### config.mk
export PLATFORM = sky130hd
export DESIGN_NAME = shiftadd_mul
export DESIGN_NICKNAME = d
export VERILOG_FILES = /design/src/rtl/shiftadd_mul_pkg.sv /design/src/rtl/shiftadd_mul_prep.sv /design/src/rtl/shiftadd_mul_step.sv /design/src/rtl/shiftadd_mul_ctrl.sv /design/src/rtl/shiftadd_mul.sv
export SDC_FILE = /design/constraint.sdc
export NUM_CORES = 1
export LEC_CHECK = 0
export ABC_AREA = 1
export CORE_MARGIN = 2
export CORE_UTILIZATION = 57
export CTS_BUF_LIST = sky130_fd_sc_hd__clkbuf_8
export DETAILED_ROUTE_END_ITERATION = 10
export PLACE_DENSITY = 0.81
export SYNTH_ARGS = -nofsm -noshare
export SYNTH_HDL_FRONTEND = slang
export SYNTH_HIERARCHICAL = 1
export SYNTH_SLANG_ARGS = --single-unit
### constraint.sdc
create_clock -name clk -period 5 [get_ports clk]
set_clock_uncertainty 0.05 [all_clocks]
set_input_delay 1 -clock clk [delete_from_list [all_inputs] [get_ports clk]]
set_output_delay 1 -clock clk [all_outputs]
set_load 0.01 [all_outputs]
### src/rtl/shiftadd_mul_pkg.sv
package shiftadd_mul_pkg;

    typedef enum logic [1:0] {
        PH_IDLE = 2'd0,
        PH_RUN  = 2'd1,
        PH_SIGN = 2'd2
    } mul_phase_e;

    typedef struct packed {
        logic load;
        logic step;
        logic fix;
    } mul_ctl_s;

endpackage

### src/rtl/shiftadd_mul_prep.sv
module shiftadd_mul_prep #(
    parameter int W = 32
) (
    input  logic [W-1:0] a_in,
    input  logic [W-1:0] b_in,
    input  logic         is_signed,
    output logic [W-1:0] a_mag,
    output logic [W-1:0] b_mag,
    output logic         negate
);
    logic a_neg;
    logic b_neg;

    always_comb begin
        a_neg  = is_signed & a_in[W-1];
        b_neg  = is_signed & b_in[W-1];
        a_mag  = a_neg ? (~a_in + W'(1)) : a_in;
        b_mag  = b_neg ? (~b_in + W'(1)) : b_in;
        negate = a_neg ^ b_neg;
    end
endmodule

### src/rtl/shiftadd_mul_step.sv
module shiftadd_mul_step #(
    parameter int W = 32
) (
    input  logic [2*W-1:0] acc_in,
    input  logic [W-1:0]   mcand,
    output logic [2*W-1:0] acc_out
);
    logic [W:0] addend;
    logic [W:0] upper_sum;

    always_comb begin
        addend    = acc_in[0] ? {1'b0, mcand} : '0;
        upper_sum = {1'b0, acc_in[2*W-1:W]} + addend;
        acc_out   = {upper_sum, acc_in[W-1:1]};
    end
endmodule

### src/rtl/shiftadd_mul_ctrl.sv
module shiftadd_mul_ctrl
    import shiftadd_mul_pkg::*;
#(
    parameter int W = 32
) (
    input  logic     clk,
    input  logic     rst,
    input  logic     start,
    output mul_ctl_s ctl,
    output logic     busy,
    output logic     done
);
    localparam int CW = (W > 1) ? $clog2(W) : 1;
    localparam logic [CW-1:0] LAST = CW'(W - 1);

    mul_phase_e phase_q;
    logic [CW-1:0] iter_q;

    always_comb begin
        ctl.load = (phase_q == PH_IDLE) && start;
        ctl.step = (phase_q == PH_RUN);
        ctl.fix  = (phase_q == PH_SIGN);
        busy     = (phase_q != PH_IDLE);
    end

    always_ff @(posedge clk) begin
        if (rst) begin
            phase_q <= PH_IDLE;
            iter_q  <= '0;
            done    <= 1'b0;
        end else begin
            done <= 1'b0;
            case (phase_q)
                PH_IDLE: begin
                    if (start) begin
                        phase_q <= PH_RUN;
                        iter_q  <= '0;
                    end
                end
                PH_RUN: begin
                    iter_q <= iter_q + CW'(1);
                    if (iter_q == LAST) phase_q <= PH_SIGN;
                end
                PH_SIGN: begin
                    phase_q <= PH_IDLE;
                    done    <= 1'b1;
                end
                default: phase_q <= PH_IDLE;
            endcase
        end
    end


    done_excl_busy_chk: assert property (@(posedge clk) disable iff (rst)
        done |-> !busy);


    done_single_chk: assert property (@(posedge clk) disable iff (rst)
        done |=> !done);


    accept_busy_chk: assert property (@(posedge clk) disable iff (rst)
        (start && !busy) |=> busy);


    start_busy_ignored_chk: assert property (@(posedge clk) disable iff (rst)
        (start && busy) |=> (busy || done));


    run_begins_zero_chk: assert property (@(posedge clk) disable iff (rst)
        $rose(busy) |-> (iter_q == '0));
endmodule

### src/rtl/shiftadd_mul.sv
module shiftadd_mul
    import shiftadd_mul_pkg::*;
#(
    parameter int W = 32
) (
    input  logic         clk,
    input  logic         rst,
    input  logic         start,
    input  logic [W-1:0] op_a,
    input  logic [W-1:0] op_b,
    input  logic         signed_mode,
    output logic         busy,
    output logic         done,
    output logic [W-1:0] hi,
    output logic [W-1:0] lo
);
    localparam int PW = 2 * W;

    mul_ctl_s ctl;
    logic [W-1:0]  a_mag;
    logic [W-1:0]  b_mag;
    logic          negate;
    logic [W-1:0]  mcand_q;
    logic          neg_q;
    logic [PW-1:0] acc_q;
    logic [PW-1:0] acc_next;

    shiftadd_mul_prep #(.W(W)) u_prep (
        .a_in      (op_a),
        .b_in      (op_b),
        .is_signed (signed_mode),
        .a_mag     (a_mag),
        .b_mag     (b_mag),
        .negate    (negate)
    );

    shiftadd_mul_step #(.W(W)) u_step (
        .acc_in  (acc_q),
        .mcand   (mcand_q),
        .acc_out (acc_next)
    );

    shiftadd_mul_ctrl #(.W(W)) u_ctrl (
        .clk   (clk),
        .rst   (rst),
        .start (start),
        .ctl   (ctl),
        .busy  (busy),
        .done  (done)
    );

    always_ff @(posedge clk) begin
        if (rst) begin
            acc_q   <= '0;
            mcand_q <= '0;
            neg_q   <= 1'b0;
        end else if (ctl.load) begin
            acc_q   <= {{W{1'b0}}, b_mag};
            mcand_q <= a_mag;
            neg_q   <= negate;
        end else if (ctl.step) begin
            acc_q <= acc_next;
        end else if (ctl.fix && neg_q) begin
            acc_q <= ~acc_q + PW'(1);
        end
    end

    assign hi = acc_q[PW-1:W];
    assign lo = acc_q[W-1:0];


    idle_hold_chk: assert property (@(posedge clk) disable iff (rst)
        (!busy && !start) |=> $stable({hi, lo}));


    unsigned_nonneg_chk: assert property (@(posedge clk) disable iff (rst)
        (done && !neg_q) |-> (acc_q == $past(acc_q)));
endmodule

# Word-level counts from Yosys, hierarchy flattened
# Cells that the tools add are included.
# word_totals
reg_bits,105
output_inout_bits,66
elab_cells,45
# op_classes
n_addsub,5
n_eq_ne,5
muxes,12
bitwise,6
reduce_logical,10
# ops
op,count
two-way mux 32 bit,4
two-way mux 64 bit,2
"adder 32 x 1 -> 32 bit, second input constant",2
"adder 64 x 1 -> 64 bit, second input constant",1
inverter 32 bit,2
inverter 64 bit,1
adder 32 x 33 -> 33 bit,1
one-hot mux 5 bit (2 select lines),1
nonzero test 2 bit,3
"adder 5 x 1 -> 5 bit, second input constant",1
"== test 5 bit, second input constant",1
two-way mux 5 bit,1
two-way mux 2 bit,2
one-hot mux 2 bit (2 select lines),1
AND reduction 2 bit,2
nonzero test 3 bit,1
bitwise AND 1 bit,2
"== test 2 x 1 -> 1 bit, second input constant",1
"== test 2 bit, second input constant",1
logical AND 1 bit,2
zero test 2 bit,1
"!= test 2 x 1 -> 1 bit, second input constant",1
"!= test 2 bit, second input constant",1
OR reduction 2 bit,1
other kinds (2),2

# Depth between registers and ports, before layout
# Gate-level depths: netlist of the first run.
# depth
word_depth,5
mapped_depth,18
ltp_nobuf,18

# By module
# Netlist of the first run, hierarchy kept.
# by_module_without_submodules
module,n_inst,cells_per_inst,area_per_inst_um2,seq_area_each_um2
shiftadd_mul,1,1092,6470.0,1941.9
shiftadd_mul_step,1,603,2870.3,0.0
shiftadd_mul_prep,1,457,2165.8,0.0
shiftadd_mul_ctrl,1,48,371.6,160.2

# Least setup slack after synthesis of the first run
# OpenSTA, ideal clock, no wires.
# synth_path
path_type,register -> register
start,register acc_q[0]
end,register acc_q[60]
t_arrival_ns,2.131
required_ns,4.822
slack_ns,2.691
path_stages_with_launch,18
path_buffers,1
synth_period_minus_slack_ns,2.309
path_cell_list,dfxtp_1 > clkbuf_1 > nand2_1 > inv_1 > ha_1 > or2_1 > nand3_1 > nand2_1 > nand2_1 > nand2_1 > nand2_1 > nand2_1 > nand2_1 > nand2_1 > nand2_1 > o21ai_0 > a21oi_1 > nor2_1
# synth_between
elab_cells_between_ends,6
classes_between,2 x add/sub; 3 x mux; 1 x bitwise
# synth_lines
element,line_no,text
start: declaration,shiftadd_mul.sv:25,logic [PW-1:0] acc_q;
start signal: assignment,shiftadd_mul.sv:58,"acc_q <= {{W{1'b0}}, b_mag};"
start signal: assignment,shiftadd_mul.sv:62,acc_q <= acc_next;
start signal: assignment,shiftadd_mul.sv:64,acc_q <= ~acc_q + PW'(1);
two-way mux 32 bit,shiftadd_mul_step.sv:12,"addend = acc_in[0] ? {1'b0, mcand} : '0;"
adder 32 x 33 -> 33 bit,shiftadd_mul_step.sv:13,"upper_sum = {1'b0, acc_in[2*W-1:W]} + addend;"
net acc_next[60],shiftadd_mul.sv:26,logic [PW-1:0] acc_next;
two-way mux 64 bit,shiftadd_mul.sv:61,end else if (ctl.step) begin
# The timed path passes the listed nets, and every way through them passes these cells. The select of a mux whose other input is x is not followed.
# A chain may end at the register's enable or synchronous reset.

==> flow_metrics.env, run 1 <==
export IMPL_status="finished, final reports clean"
export IMPL_worst_hold_slack_ps=428
export IMPL_cp_arrival_ps=3610
export IMPL_post_cts_setup_buffers=0
export IMPL_clk_latency_ps=420
export IMPL_diodes=0
export IMPL_grt_pass1_wl_microns=63400
export IMPL_r2r_end="acc_q[59]"
export IMPL_io_buffers=133
export IMPL_start_util=0.583
export IMPL_max_slew_worst_pin_slew_ps=1020
export IMPL_avgSynthCellArea_sq_um=5.40
export IMPL_endpoint_kind="register"
export IMPL_place_detailed_hpwl_microns=32200
export IMPL_crit_fanout=63
export IMPL_yosys_area_top_type="nand2_1"
export IMPL_hold_class="register to register"
export IMPL_synth_edf_count=0
export IMPL_crit_path_cell_trace="clkdlybuf4s50_1 -> nand2_1 -> inv_1 -> buf_4 -> inv_2 -> nand2_1 -> inv_2 -> a21oi_1 -> a221oi_1"
export IMPL_synthCells=2200
export IMPL_synthTopCellsByArea="nand2_1 23%, dfxtp_1 18%, nor2_1 11%"
export IMPL_wirelength_microns=40200
export IMPL_wl_met1_microns=17900
export IMPL_cp_start_kind="input pin"
export IMPL_synth_area_sq_um=11900
export IMPL_grt_overflow=0
export IMPL_nets=2372
export IMPL_max_stage_delay_ps=520
export IMPL_drive_above_1_share=0.0599
export IMPL_cp_slowest_cell="clkdlybuf4s50_1"
export IMPL_drtAntennaViolNets=0
export IMPL_clk_pin_slew_ps=110
export IMPL_period_needed_ps=3410
export IMPL_leakage_nw=6.78
export IMPL_instances_no_fill=2541
export IMPL_fmax_mhz=293
export IMPL_grt_max_degree=69
export IMPL_first_global_vias=12145
export IMPL_r2r_setup_slack_ps=2070
export IMPL_ys_flop_type="dfxtp_1"
export IMPL_synth_top_family_by_area="simple AND/OR/NAND/NOR gates"
export IMPL_synth_seq_cells=105
export IMPL_die_area_sq_um=22000
export IMPL_drt_iter0_drc=1441
export IMPL_synth_top_cell_area_share=0.226
export IMPL_cts_tree="built"
export IMPL_ir_drop_uv=140
export IMPL_grt_antenna_before_repair=0
export IMPL_crit_reg2reg_launch="acc_q[0]"
export IMPL_required_ps=5200
export IMPL_wl_per_cell_microns=15.8
export IMPL_placed_area_sq_um=13100
export IMPL_synth_xor_area_share=0.0354
export IMPL_die_h_microns=148
export IMPL_synth_fa_ha_area_frac=0.0407
export IMPL_drv_slew=0
export IMPL_clockBufferDepth=2
export IMPL_synth_cell_types=45
export IMPL_cts_resized=0
export IMPL_total_power_mw=2.59
export IMPL_fp_row_count=52
export IMPL_numCtsBuffers=9
export IMPL_vias=13964
export IMPL_crit_end="acc_q[2]"
export IMPL_dieWidth_microns=148
export IMPL_synth_mux_area_fraction=0
export IMPL_seq_area_frac_synth=0.177
export IMPL_gp_congestion=0.989
export IMPL_hold_viol=0
export IMPL_dp_cells=2525
export IMPL_core_area_sq_um=20400
export IMPL_postLayoutCellArea_sq_um=13300
export IMPL_finalSetupViolations=0
export IMPL_dr_pass1_iters=6
export IMPL_yosysMostFrequentCell="nand2_1"
export IMPL_fin_tns_setup_ps=0
export IMPL_power_per_cell_area_nw_per_um2=195
export IMPL_slew_limit_headroom=0.322
export IMPL_synth_compound_area_share=0.114
export IMPL_hold_buffers=0
export IMPL_ys_warn_count=6
export IMPL_drv_cap=0
export IMPL_grt_usage=0.360
export IMPL_critical_path_class="input pin to register"
export IMPL_wl_met2_microns=17200
export IMPL_yosys_area_share_simple=0.494
export IMPL_yosys_top_cells_count="715 x nand2_1, 357 x nor2_1, 290 x inv_1, 168 x nand3_1, 109 x a21oi_1"
export IMPL_drc=0
export IMPL_met3_length_microns=4290
export IMPL_rsz0062_at_grt="no"
export IMPL_period_share=0.682
export IMPL_area_delta_synth_final_pct=12.0
export IMPL_r2r_cells=19
export IMPL_ctsRootBufferMaster="clkbuf_8"
export IMPL_numClockSinks=105
export IMPL_io_pins=134
export IMPL_htreeDepth=3
export IMPL_top_layer="met4"
export IMPL_vias_per_cell=5.50
export IMPL_async_flop_share=0
export IMPL_worstSetupStartpoint="start"
export IMPL_syn_nets=2306
## layout make-up
| class | instances | area, sq um |
|---|---|---|
| Timing Repair Buffer | 141 | 1390 |
| Sequential cell | 105 | 2100 |
| Inverter | 302 | 1140 |
| Tap cell | 270 | 338 |
| Clock buffer | 11 | 151 |
| Fill cell | 2071 | 7060 |
| Clock inverter | 5 | 56.3 |
| Multi-Input combinational cell | 1707 | 8130 |
## logic make-up (layout without fill, tap and decap cells)
logic type | count (synthesis) | after routing
compound gates | 254 | 254
flops | 105 | 105
simple gates | 1367 | 1367
xor+xnor | 48 | 48
fa+ha+maj | 38 | 38
buf+inv | 388 | 459
## per-layer routing
layer | global-route usage | up-vias
met5 | 0 | -
met4 | 0.0819 | 0
met3 | 0.0629 | 59
met2 | 0.547 | 639
met1 | 0.531 | 6314
li1 | - | 6952
## critical path: cells and delay by family
| kind | cells | cell delay [ps] |
|---|---|---|
| buf+inv | 5 | 1660 |
| simple gates | 2 | 550 |
| compound gates | 2 | 380 |
## sequential cells by signal, summed over array words and instances (netlist names)
name,cells
acc_q,64
mcand_q,32
u_ctrl/iter_q,5
u_ctrl/phase_q,2
neg_q,1
u_ctrl/done,1
## placed cells by master (no fill, tap or decap), drive strengths merged, types with 6 or more instances in the layout
cell	synthesis	final
a31oi	6	6
nand3b	6	6
o211ai	7	7
nand3	176	176
clkdlybuf4s50	0	133
nand4	18	18
nor3	9	9
xnor2	14	14
buf	53	8
o21ai	122	122
nor2	411	411
a21oi	114	114
dfxtp	105	105
clkbuf	33	11
nand2	739	739
inv	302	305
xor2	34	34
ha	37	37
## metrics by stage
step / util / worst slack [ps]
2_1_floorplan: - / 2690
3_3_place_gp: 0.643 / 1400
3_5_place_dp: 0.643 / 1310
4_1_cts: 0.653 / 1740
5_1_grt: 0.653 / 1400
6_report: 0.653 / 1590
## power by group
group	total [mW]	internal, mW	switching [mW]
combinational	1.03	0.362	0.666
sequential	0.990	0.897	0.0935
clock	0.576	0.223	0.353
total	2.59	1.48	1.11
## how the worst min path moves through the flow
stage                                 from                to  cells after the start
after floorplan                mcand_q[15]       mcand_q[15]                      2
after global placement         mcand_q[15]       mcand_q[15]                      2
after detailed placement       mcand_q[15]       mcand_q[15]                      2
after CTS                      mcand_q[15]       mcand_q[15]                      2
after global routing      u_ctrl/iter_q[4]  u_ctrl/iter_q[4]                      2
final                          mcand_q[15]       mcand_q[15]                      2
(Power assumes the default switching activity.)
==> run 2, diff against run 1 <==
--- a/config.mk
+++ b/config.mk
@@ -7,10 +7,10 @@
 export LEC_CHECK = 0
 export ABC_AREA = 1
 export CORE_MARGIN = 2
-export CORE_UTILIZATION = 57
+export CORE_UTILIZATION = 54
 export CTS_BUF_LIST = sky130_fd_sc_hd__clkbuf_8
 export DETAILED_ROUTE_END_ITERATION = 10
-export PLACE_DENSITY = 0.81
+export PLACE_DENSITY = 0.8
 export SYNTH_ARGS = -nofsm -noshare
 export SYNTH_HDL_FRONTEND = slang
 export SYNTH_HIERARCHICAL = 1
==> constraint.sdc (replaced) <==
create_clock -name clk -period 3 [get_ports clk]
set_clock_uncertainty 0.05 [all_clocks]
set_input_delay 0.6 -clock clk [delete_from_list [all_inputs] [get_ports clk]]
set_output_delay 0.6 -clock clk [all_outputs]
set_load 0.01 [all_outputs]
==> flow_metrics.env, run 2 (synthesis gave the netlist of run 1 again) <==
export IMPL_htreeDepth=3
export IMPL_worst_path_most_repeated_cell="nand2_1"
export IMPL_cp_start_kind="register"
export IMPL_clockBufferDepth=2
export IMPL_rsz0062_at_grt="no"
export IMPL_power_per_cell_area_nw_per_um2=328
export IMPL_whs_path_depth=2
export IMPL_drtAntennaViolNets=0
export IMPL_vias_per_cell=5.46
export IMPL_numClockSinks=105
export IMPL_final_common_cell="nand2_1"
export IMPL_hold_buffers=0
export IMPL_r2r_cells=16
export IMPL_numCtsBuffers=9
export IMPL_die_h_microns=152
export IMPL_worst_hold_slack_ps=438
export IMPL_top_register="acc_q"
export IMPL_area_delta_synth_final_pct=13.6
export IMPL_wl_per_cell_microns=16.3
export IMPL_crit_path_cell_trace="buf_4 -> buf_4 -> nand2_1 -> inv_1 -> ha_1 -> nand2_1 -> nor2_1 -> nand2_1 -> nand2_1 -> inv_1 -> nand3_1 -> nand2_1 -> nand2_1 -> o21ai_0 -> a21oi_1 -> nor2_1"
export IMPL_cts_tree="built"
export IMPL_ctsRootBufferMaster="clkbuf_8"
export IMPL_drv_slew=0
export IMPL_finalSetupViolations=0
export IMPL_grt_overflow=0
export IMPL_period_needed_ps=2690
export IMPL_io_pins=134
export IMPL_place_detailed_hpwl_microns=34200
export IMPL_dieWidth_microns=152
export IMPL_fin_tns_setup_ps=0
export IMPL_largest_register_ff_count=64
export IMPL_core_area_sq_um=21700
export IMPL_crit_fanout=14
export IMPL_fillers=2268
export IMPL_slew_limit_headroom=0.675
export IMPL_post_cts_setup_buffers=0
export IMPL_gp_congestion=1.01
export IMPL_leakage_nw=6.89
export IMPL_fp_row_count=54
export IMPL_grt_antenna_before_repair=0
export IMPL_dp_cells=2552
export IMPL_grt_max_degree=43
export IMPL_wirelength_microns=41900
export IMPL_io_buffers=133
export IMPL_endpoint_kind="register"
export IMPL_status="finished, final reports clean"
export IMPL_timing_final_ws_setup_ps=305
export IMPL_nets=2389
export IMPL_cp_slowest_cell="ha_1"
export IMPL_max_stage_delay_ps=360
export IMPL_final_cell_mix="715 x nand2_1, 356 x nor2_1, 290 x inv_1"
export IMPL_postLayoutCellArea_sq_um=13500
export IMPL_top_regs="acc_q x64, mcand_q x32, u_ctrl/iter_q x5"
export IMPL_start_util=0.548
export IMPL_first_global_vias=12568
export IMPL_instances_no_fill=2568
export IMPL_preCtsSetupSlack_ps=211
export IMPL_clk_latency_ps=410
export IMPL_required_ps=3270
export IMPL_hold_class="register to register"
export IMPL_grt_pass1_wl_microns=66100
export IMPL_drive_above_1_share=0.0669
export IMPL_cts_resized=0
export IMPL_max_slew_worst_pin_slew_ps=482
export IMPL_total_power_mw=4.42
export IMPL_cp_arrival_ps=2960
export IMPL_drt_iter0_drc=1498
export IMPL_r2r_setup_slack_ps=310
export IMPL_utilization=0.622
export IMPL_hold_viol=0
export IMPL_diodes=0
export IMPL_drc=0
export IMPL_period_share=0.898
export IMPL_fmax_mhz=371
export IMPL_placed_area_sq_um=13300
export IMPL_clk_pin_slew_ps=130
export IMPL_die_area_sq_um=23200
export IMPL_drv_cap=0
export IMPL_dr_pass1_iters=6
export IMPL_ir_drop_uv=237
export IMPL_grt_usage=0.350
export IMPL_critical_path_class="register to register"
export IMPL_vias=14024
==> run 2: final cells by class <==
class / count / area (sq um) / share of cell area
sequential: 105 / 2100 / 0.156
inverter: 302 / 1140 / 0.0844
multi-input combinational: 1707 / 8130 / 0.602
timing repair buffer: 158 / 1540 / 0.114
clock inverter: 6 / 91.3 / 0.00677
clock buffer: 10 / 138 / 0.0102
tap: 280 / 350 / 0.0260
==> run 2: worst paths after layout <==
kind                                   from          end
worst max-delay path               acc_q[0]    acc_q[48]
worst min-delay path            mcand_q[15]  mcand_q[15]
worst max register to register     acc_q[0]    acc_q[48]
worst min register to register  mcand_q[15]  mcand_q[15]
==> run 2: routing by layer <==
metal,global-route usage,vias to the layer above,routed length [microns]
li1,-,7004,-
met2,0.548,627,18100
met4,0.123,0,1460
met3,0.0478,102,3630
met1,0.492,6291,18700
met5,0,-,0
==> run 2: worst max-delay path: cells and delay by family (launching register included) <==
| family | cells | cell delay [ps] |
|---|---|---|
| adders and majority gates | 1 | 360 |
| AOI/OAI and AO/OA | 2 | 220 |
| buffers and inverters | 4 | 500 |
| and+or+nand+nor | 9 | 1130 |
| DFF | 1 | 330 |
==> run 2: report_power, final <==
| group | leakage (nW) | switching, mW | total (mW) | internal, mW |
|---|---|---|---|---|
| logic | 5.91 | 1.11 | 1.74 | 0.627 |
| registers | 0.862 | 0.165 | 1.66 | 1.49 |
| clock network | 0.115 | 0.586 | 1.02 | 0.435 |
